File: src/rtl/scl_rate_gen.sv
module scl_rate_gen #(
  parameter int PRE_W = 3,
  parameter int GD_W  = 6,
  parameter int RC_W  = 6
) (
  input  logic                  clk,
  input  logic                  rst_n,
  input  logic                  run,
  input  logic [PRE_W+GD_W-1:0] clk_cfg,
  input  logic [RC_W-1:0]       edge_comp,
  input  logic                  scl_in,
  output logic                  ick_tick,
  output logic                  scl_low_o,
  output logic                  lo_tick,
  output logic                  hi_tick
);
  localparam int CFG_W = PRE_W + GD_W;
  localparam int MAXP  = 20 + 8 * ((1 << GD_W) - 1) + (1 << RC_W) - 1;
  localparam int CNT_W = $clog2(MAXP + 2);

  typedef enum logic [1:0] {S_IDLE, S_LOW, S_HIGH} st_t;

  st_t              st;
  logic [PRE_W-1:0] pre_cnt, cdf_q;
  logic [CNT_W-1:0] ph_cnt, lo_len, hi_len;

  wire [CNT_W-1:0] per  = CNT_W'(20) + (CNT_W'(clk_cfg[CFG_W-1:PRE_W]) << 3) + CNT_W'(edge_comp);
  wire [CNT_W-1:0] lo_n = (per + CNT_W'(1)) >> 1;
  wire [CNT_W-1:0] hi_n = per >> 1;

  wire adv      = (st == S_LOW) || (st == S_HIGH && scl_in);
  wire step     = adv && (pre_cnt == cdf_q);
  wire end_low  = (st == S_LOW)  && step && (ph_cnt == lo_len - CNT_W'(1));
  wire end_high = (st == S_HIGH) && step && (ph_cnt == hi_len - CNT_W'(1));

  assign ick_tick  = step;
  assign scl_low_o = (st == S_LOW);

  always_ff @(posedge clk) begin
    if (!rst_n) begin
      st      <= S_IDLE;
      pre_cnt <= '0;
      ph_cnt  <= '0;
      cdf_q   <= '0;
      lo_len  <= '0;
      hi_len  <= '0;
      lo_tick <= 1'b0;
      hi_tick <= 1'b0;
    end else begin
      lo_tick <= 1'b0;
      hi_tick <= 1'b0;
      if (!run) begin
        st      <= S_IDLE;
        pre_cnt <= '0;
        ph_cnt  <= '0;
      end else if (st == S_IDLE || end_high) begin
        st      <= S_LOW;
        pre_cnt <= '0;
        ph_cnt  <= '0;
        cdf_q   <= clk_cfg[PRE_W-1:0];
        lo_len  <= lo_n;
        hi_len  <= hi_n;
        lo_tick <= 1'b1;
      end else if (end_low) begin
        st      <= S_HIGH;
        pre_cnt <= '0;
        ph_cnt  <= '0;
        hi_tick <= 1'b1;
      end else if (step) begin
        pre_cnt <= '0;
        ph_cnt  <= ph_cnt + CNT_W'(1);
      end else if (adv) begin
        pre_cnt <= pre_cnt + PRE_W'(1);
      end
    end
  end

  AST_STOP_QUIET: assert property (@(posedge clk) disable iff (!rst_n)
    !run |=> (!scl_low_o && !ick_tick && !lo_tick && !hi_tick));
  AST_RESTART_LOW: assert property (@(posedge clk) disable iff (!rst_n)
    $rose(run) |=> (lo_tick && scl_low_o));
  AST_PRE_BOUND: assert property (@(posedge clk) disable iff (!rst_n)
    (st != S_IDLE) |-> (pre_cnt <= cdf_q));
  AST_LOW_BOUND: assert property (@(posedge clk) disable iff (!rst_n)
    (st == S_LOW) |-> (ph_cnt < lo_len));
  AST_HIGH_BOUND: assert property (@(posedge clk) disable iff (!rst_n)
    (st == S_HIGH) |-> (ph_cnt < hi_len));
  AST_STRETCH_FREEZE: assert property (@(posedge clk) disable iff (!rst_n)
    (run && st == S_HIGH && !scl_in) |=> ($stable(ph_cnt) && $stable(pre_cnt)));
  AST_TICK_EXCL: assert property (@(posedge clk) disable iff (!rst_n)
    !(lo_tick && hi_tick));
  AST_CFG_HELD: assert property (@(posedge clk) disable iff (!rst_n)
    (st == S_HIGH) |-> ($stable(lo_len) && $stable(hi_len) && $stable(cdf_q)));
endmodule

File: config.mk
export PLATFORM = sky130hd
export DESIGN_NAME = scl_rate_gen
export DESIGN_NICKNAME = d
export VERILOG_FILES = /design/src/rtl/scl_rate_gen.sv
export SDC_FILE = /design/constraint.sdc
export NUM_CORES = 1
export LEC_CHECK = 0
export BUFFER_PORTS_ARGS = -buffer_cell sky130_fd_sc_hd__buf_2
export CORE_MARGIN = 8
export CORE_UTILIZATION = 35
export CTS_BUF_LIST = sky130_fd_sc_hd__clkbuf_16
export DETAILED_ROUTE_END_ITERATION = 6
export GPL_TIMING_DRIVEN = 1
export PLACE_DENSITY_LB_ADDON = 0.1
export SYNTH_ARGS = -nofsm -noshare
export SYNTH_HDL_FRONTEND = slang
export SYNTH_SLANG_ARGS = --single-unit
File: constraint.sdc
create_clock -name clk -period 2.98 [get_ports clk]
set_input_delay 0.149 -clock clk [delete_from_list [all_inputs] [get_ports clk]]
set_output_delay 0.149 -clock clk [all_outputs]
set_load 0.01 [all_outputs]
==> run summary <==
STA
- Final min period: 2.76 ns
- Final Worst Setup Slack: 0.223 ns
- post-route clock period utilization: 92.5%
- final setup fails: 0
- unrepaired setup endpoints after global routing: no
- headroom to the max-slew limit: 57.7%
- Max Clk Rate: 0.363 GHz
- worst-case clock skew: 0.00611 ns
- Final Hold Vio Count: 0
- Slew Viols, Final: 0
- Tightest Pin Transition: 0.630 ns
- post-route setup TNS: 0 ns

Logic synthesis
- fraction of the yosys area taken by sequential cells: 27.3%
- net count after synthesis: 365
- Synth Cell Area: 0.00278 sq mm
- per-instance average area after synthesis: 8.39 sq um
- Warnings, synthesis: 0
- area share of the largest cell type after synthesis: 27.3%
- synthesized instance count: 332
- number of flops mapped to enable cells by yosys: 0
- distinct cell type count of the synthesized netlist: 59
- Async S/R FF share, synth: 0%
- library cell occupying the most area in the post-synthesis netlist: sky130_fd_sc_hd__dfxtp_1
- ranking of synthesized cells by area: sky130_fd_sc_hd__dfxtp_1 (27%), sky130_fd_sc_hd__mux2i_1 (7.2%), sky130_fd_sc_hd__xor2_1 (6.9%)
- Seq cells post-synth: 38
- main flop type after synthesis: sky130_fd_sc_hd__dfxtp_1

Routing
- number of detailed-route iterations in the first pass: 4
- top layer reached by signal wires: met4
- average wire per standard cell: 14.5 um
- routed length on met1: 3.35 mm
- remaining design rule violation count: 0
- met2 wirelength from detailed routing: 2.96 mm
- antenna violation net count after detailed routing: 0
- met3 routed wirelength: 197 um
- Via density: 5.15
- total wire length after detailed routing: 6.62 mm
- violation count after the first detailed-route iteration: 93
- via count of the routed design: 2,350

Worst hold path
- hold crit path type: in -> reg

Critical path
- critical path capture point type: flip-flop
- nature of the critical path startpoint: flip-flop
- category of the critical setup timing path: reg -> reg
- Critical Path Fanout Max: 12
- Worst Path Arrival: 2.92 ns
- endpoint required time on the critical path: 3.14 ns

Global routing
- wire length of the first global-routing pass: 11.4 mm
- vias in the first global route: 2,334
- maximum number of pins on one net before global-route repair: 42
- grt total ovfl: 0
- total global-route track usage: 12.2%
- antenna violations before repair: 0

Floorplanning
- I/O pin count: 23
- die width: 105 um
- effective utilization at floorplan: 36.0%
- area of the placeable core: 0.00773 sq mm
- placement row count: 32
- die footprint: 0.0111 sq mm
- die height: 105 um

Final layout
- Sequential cell area: 761 sq um
- total inserted antenna cells: 0
- commonest non-fill, non-tap cells in the layout: sky130_fd_sc_hd__nand2_1 (43), sky130_fd_sc_hd__dfxtp_1 (38), sky130_fd_sc_hd__xor2_1 (22), sky130_fd_sc_hd__nor3_1 (22), sky130_fd_sc_hd__buf_2 (22)
- Area Growth Syn to Fin: 14.8%
- Non-Filler Cell Area, Final: 0.00320 sq mm
- Total Nets Final: 386
- commonest non-fill, non-tap cell in the layout: sky130_fd_sc_hd__nand2_1
- fraction of layout cells with a size suffix above 1: 13.8%
- number of fill cells: 793
- area used by multi-input combinational logic: 0.00188 sq mm

Clock network
- hold buffer count at CTS: 0
- buffer depth of the longest clock path: 2
- cell at the root of the clock tree: sky130_fd_sc_hd__clkbuf_16
- CTS tree: done
- clk_lat worst skew: 0.28 ns
- cells resized by post-CTS repair: 0
- number of levels in the clock H-tree: 2
- Clock Pin Slew Worst Setup and Hold Paths: 0.06 ns
- number of setup buffers added after CTS: 0
- clock net sink count: 38
- Num CTS Buffers: 5

Placement
- placement-stage cell area: 0.00300 sq mm
- dpl hpwl: 5.26 mm
- Setup WS pre-CTS: 0.265 ns
- Port Buf Inserts: 22
- routability cong.: 0.816

Power
- Max IR drop VDD: 0.000224 V
- leakage power figure: 1.37 nW
- cell area power density: 516 mW/mm^2
- post-route total power: 1.65 mW

Flow run
- number of maximum-capacitance violations: 0

Run status
- result of the run: finished clean

## final timing paths
check	depth (start not counted)	slack (ns)	start	end
max	9	0.22	hi_len[0]	hi_len[6]
max reg2reg	9	0.22	hi_len[0]	hi_len[6]
min reg2reg	2	0.47	cdf_q[2]	cdf_q[2]
min	3	0.11	clk_cfg[1]	cdf_q[1]
## kinds of logic after synthesis
kind of cell	count (synthesis)	synth area share [%]
compound gates	48	14.0
mux	20	7.19
fa+ha+maj	14	6.56
buf+inv	33	5.12
xor+xnor	41	13.4
simple gates	138	26.3
flops	38	27.3
## registers in the layout, summed over array words and instances (netlist names)
signal	count
ph_cnt	10
lo_len	9
lo_tick	1
cdf_q	3
hi_len	9
st	2
pre_cnt	3
hi_tick	1
## where the power goes
group,switching [mW],internal (mW),leakage (nW)
clock network,0.219,0.481,0.0940
logic,0.206,0.169,0.962
registers,0.0385,0.535,0.310
total,0.463,1.19,1.37
## cells in the mapped netlist, types with 2 or more instances
master / instances
sky130_fd_sc_hd__a2111o_1: 2
sky130_fd_sc_hd__nor2b_1: 7
sky130_fd_sc_hd__buf_2: 3
sky130_fd_sc_hd__nor2_1: 14
sky130_fd_sc_hd__nor4b_1: 2
sky130_fd_sc_hd__o211a_1: 2
sky130_fd_sc_hd__buf_6: 2
sky130_fd_sc_hd__mux2i_1: 20
sky130_fd_sc_hd__ha_1: 13
sky130_fd_sc_hd__o211ai_1: 2
sky130_fd_sc_hd__o311ai_1: 2
sky130_fd_sc_hd__a21o_1: 2
sky130_fd_sc_hd__a211o_1: 4
sky130_fd_sc_hd__xor2_1: 22
sky130_fd_sc_hd__nand3b_1: 4
sky130_fd_sc_hd__nand4b_1: 2
sky130_fd_sc_hd__and3_1: 4
sky130_fd_sc_hd__nor3b_1: 3
sky130_fd_sc_hd__or2_2: 3
sky130_fd_sc_hd__nand4_1: 6
sky130_fd_sc_hd__nand2b_1: 5
sky130_fd_sc_hd__inv_1: 17
sky130_fd_sc_hd__nand3_1: 10
sky130_fd_sc_hd__or3_1: 3
sky130_fd_sc_hd__a21oi_1: 6
sky130_fd_sc_hd__nor3_1: 22
sky130_fd_sc_hd__o21ai_0: 8
sky130_fd_sc_hd__o2111ai_1: 2
sky130_fd_sc_hd__nand2_1: 43
sky130_fd_sc_hd__a211oi_1: 3
sky130_fd_sc_hd__o21a_1: 2
sky130_fd_sc_hd__dfxtp_1: 38
sky130_fd_sc_hd__clkbuf_1: 11
sky130_fd_sc_hd__xnor2_1: 18
## per-stage QoR
step | hold slack [ns] | util [%] | std cells
after detailed placement | 0.399 | 38.9 | 448
after global routing | 0.122 | 41.4 | 456
after global placement | 0.410 | 38.9 | 448
after floorplan | 0.288 | - | 332
after CTS | 0.103 | 41.4 | 456
final | 0.106 | 41.4 | 456
## metal layers
metal	GRT usage, %	vias up
li1	-	1220
met2	19.5	47
met3	2.46	8
met5	0	-
met4	3.57	0
met1	16.2	1075
## area by class of cell
cell class                 count  share of cell area, %
clock inverter                 3                   2.15
tap                          102                   3.99
timing repair buffer          30                   5.32
inverter                      17                   2.00
sequential                    38                   23.8
clock buffer                   5                   3.91
multi-input combinational    261                   58.8
## worst max-delay path: stages (launching register included)
cell and delay, ns:
sky130_fd_sc_hd__dfxtp_1 0.43, sky130_fd_sc_hd__inv_1 0.07, sky130_fd_sc_hd__ha_1 0.26, sky130_fd_sc_hd__o21ba_1 0.18, sky130_fd_sc_hd__a221oi_1 0.27, sky130_fd_sc_hd__a41oi_1 0.12, sky130_fd_sc_hd__a2111o_1 0.48, sky130_fd_sc_hd__o21a_1 0.38
sky130_fd_sc_hd__buf_4 0.30, sky130_fd_sc_hd__mux2i_1 0.14
Note: power is estimated with default switching activity, not from simulation.
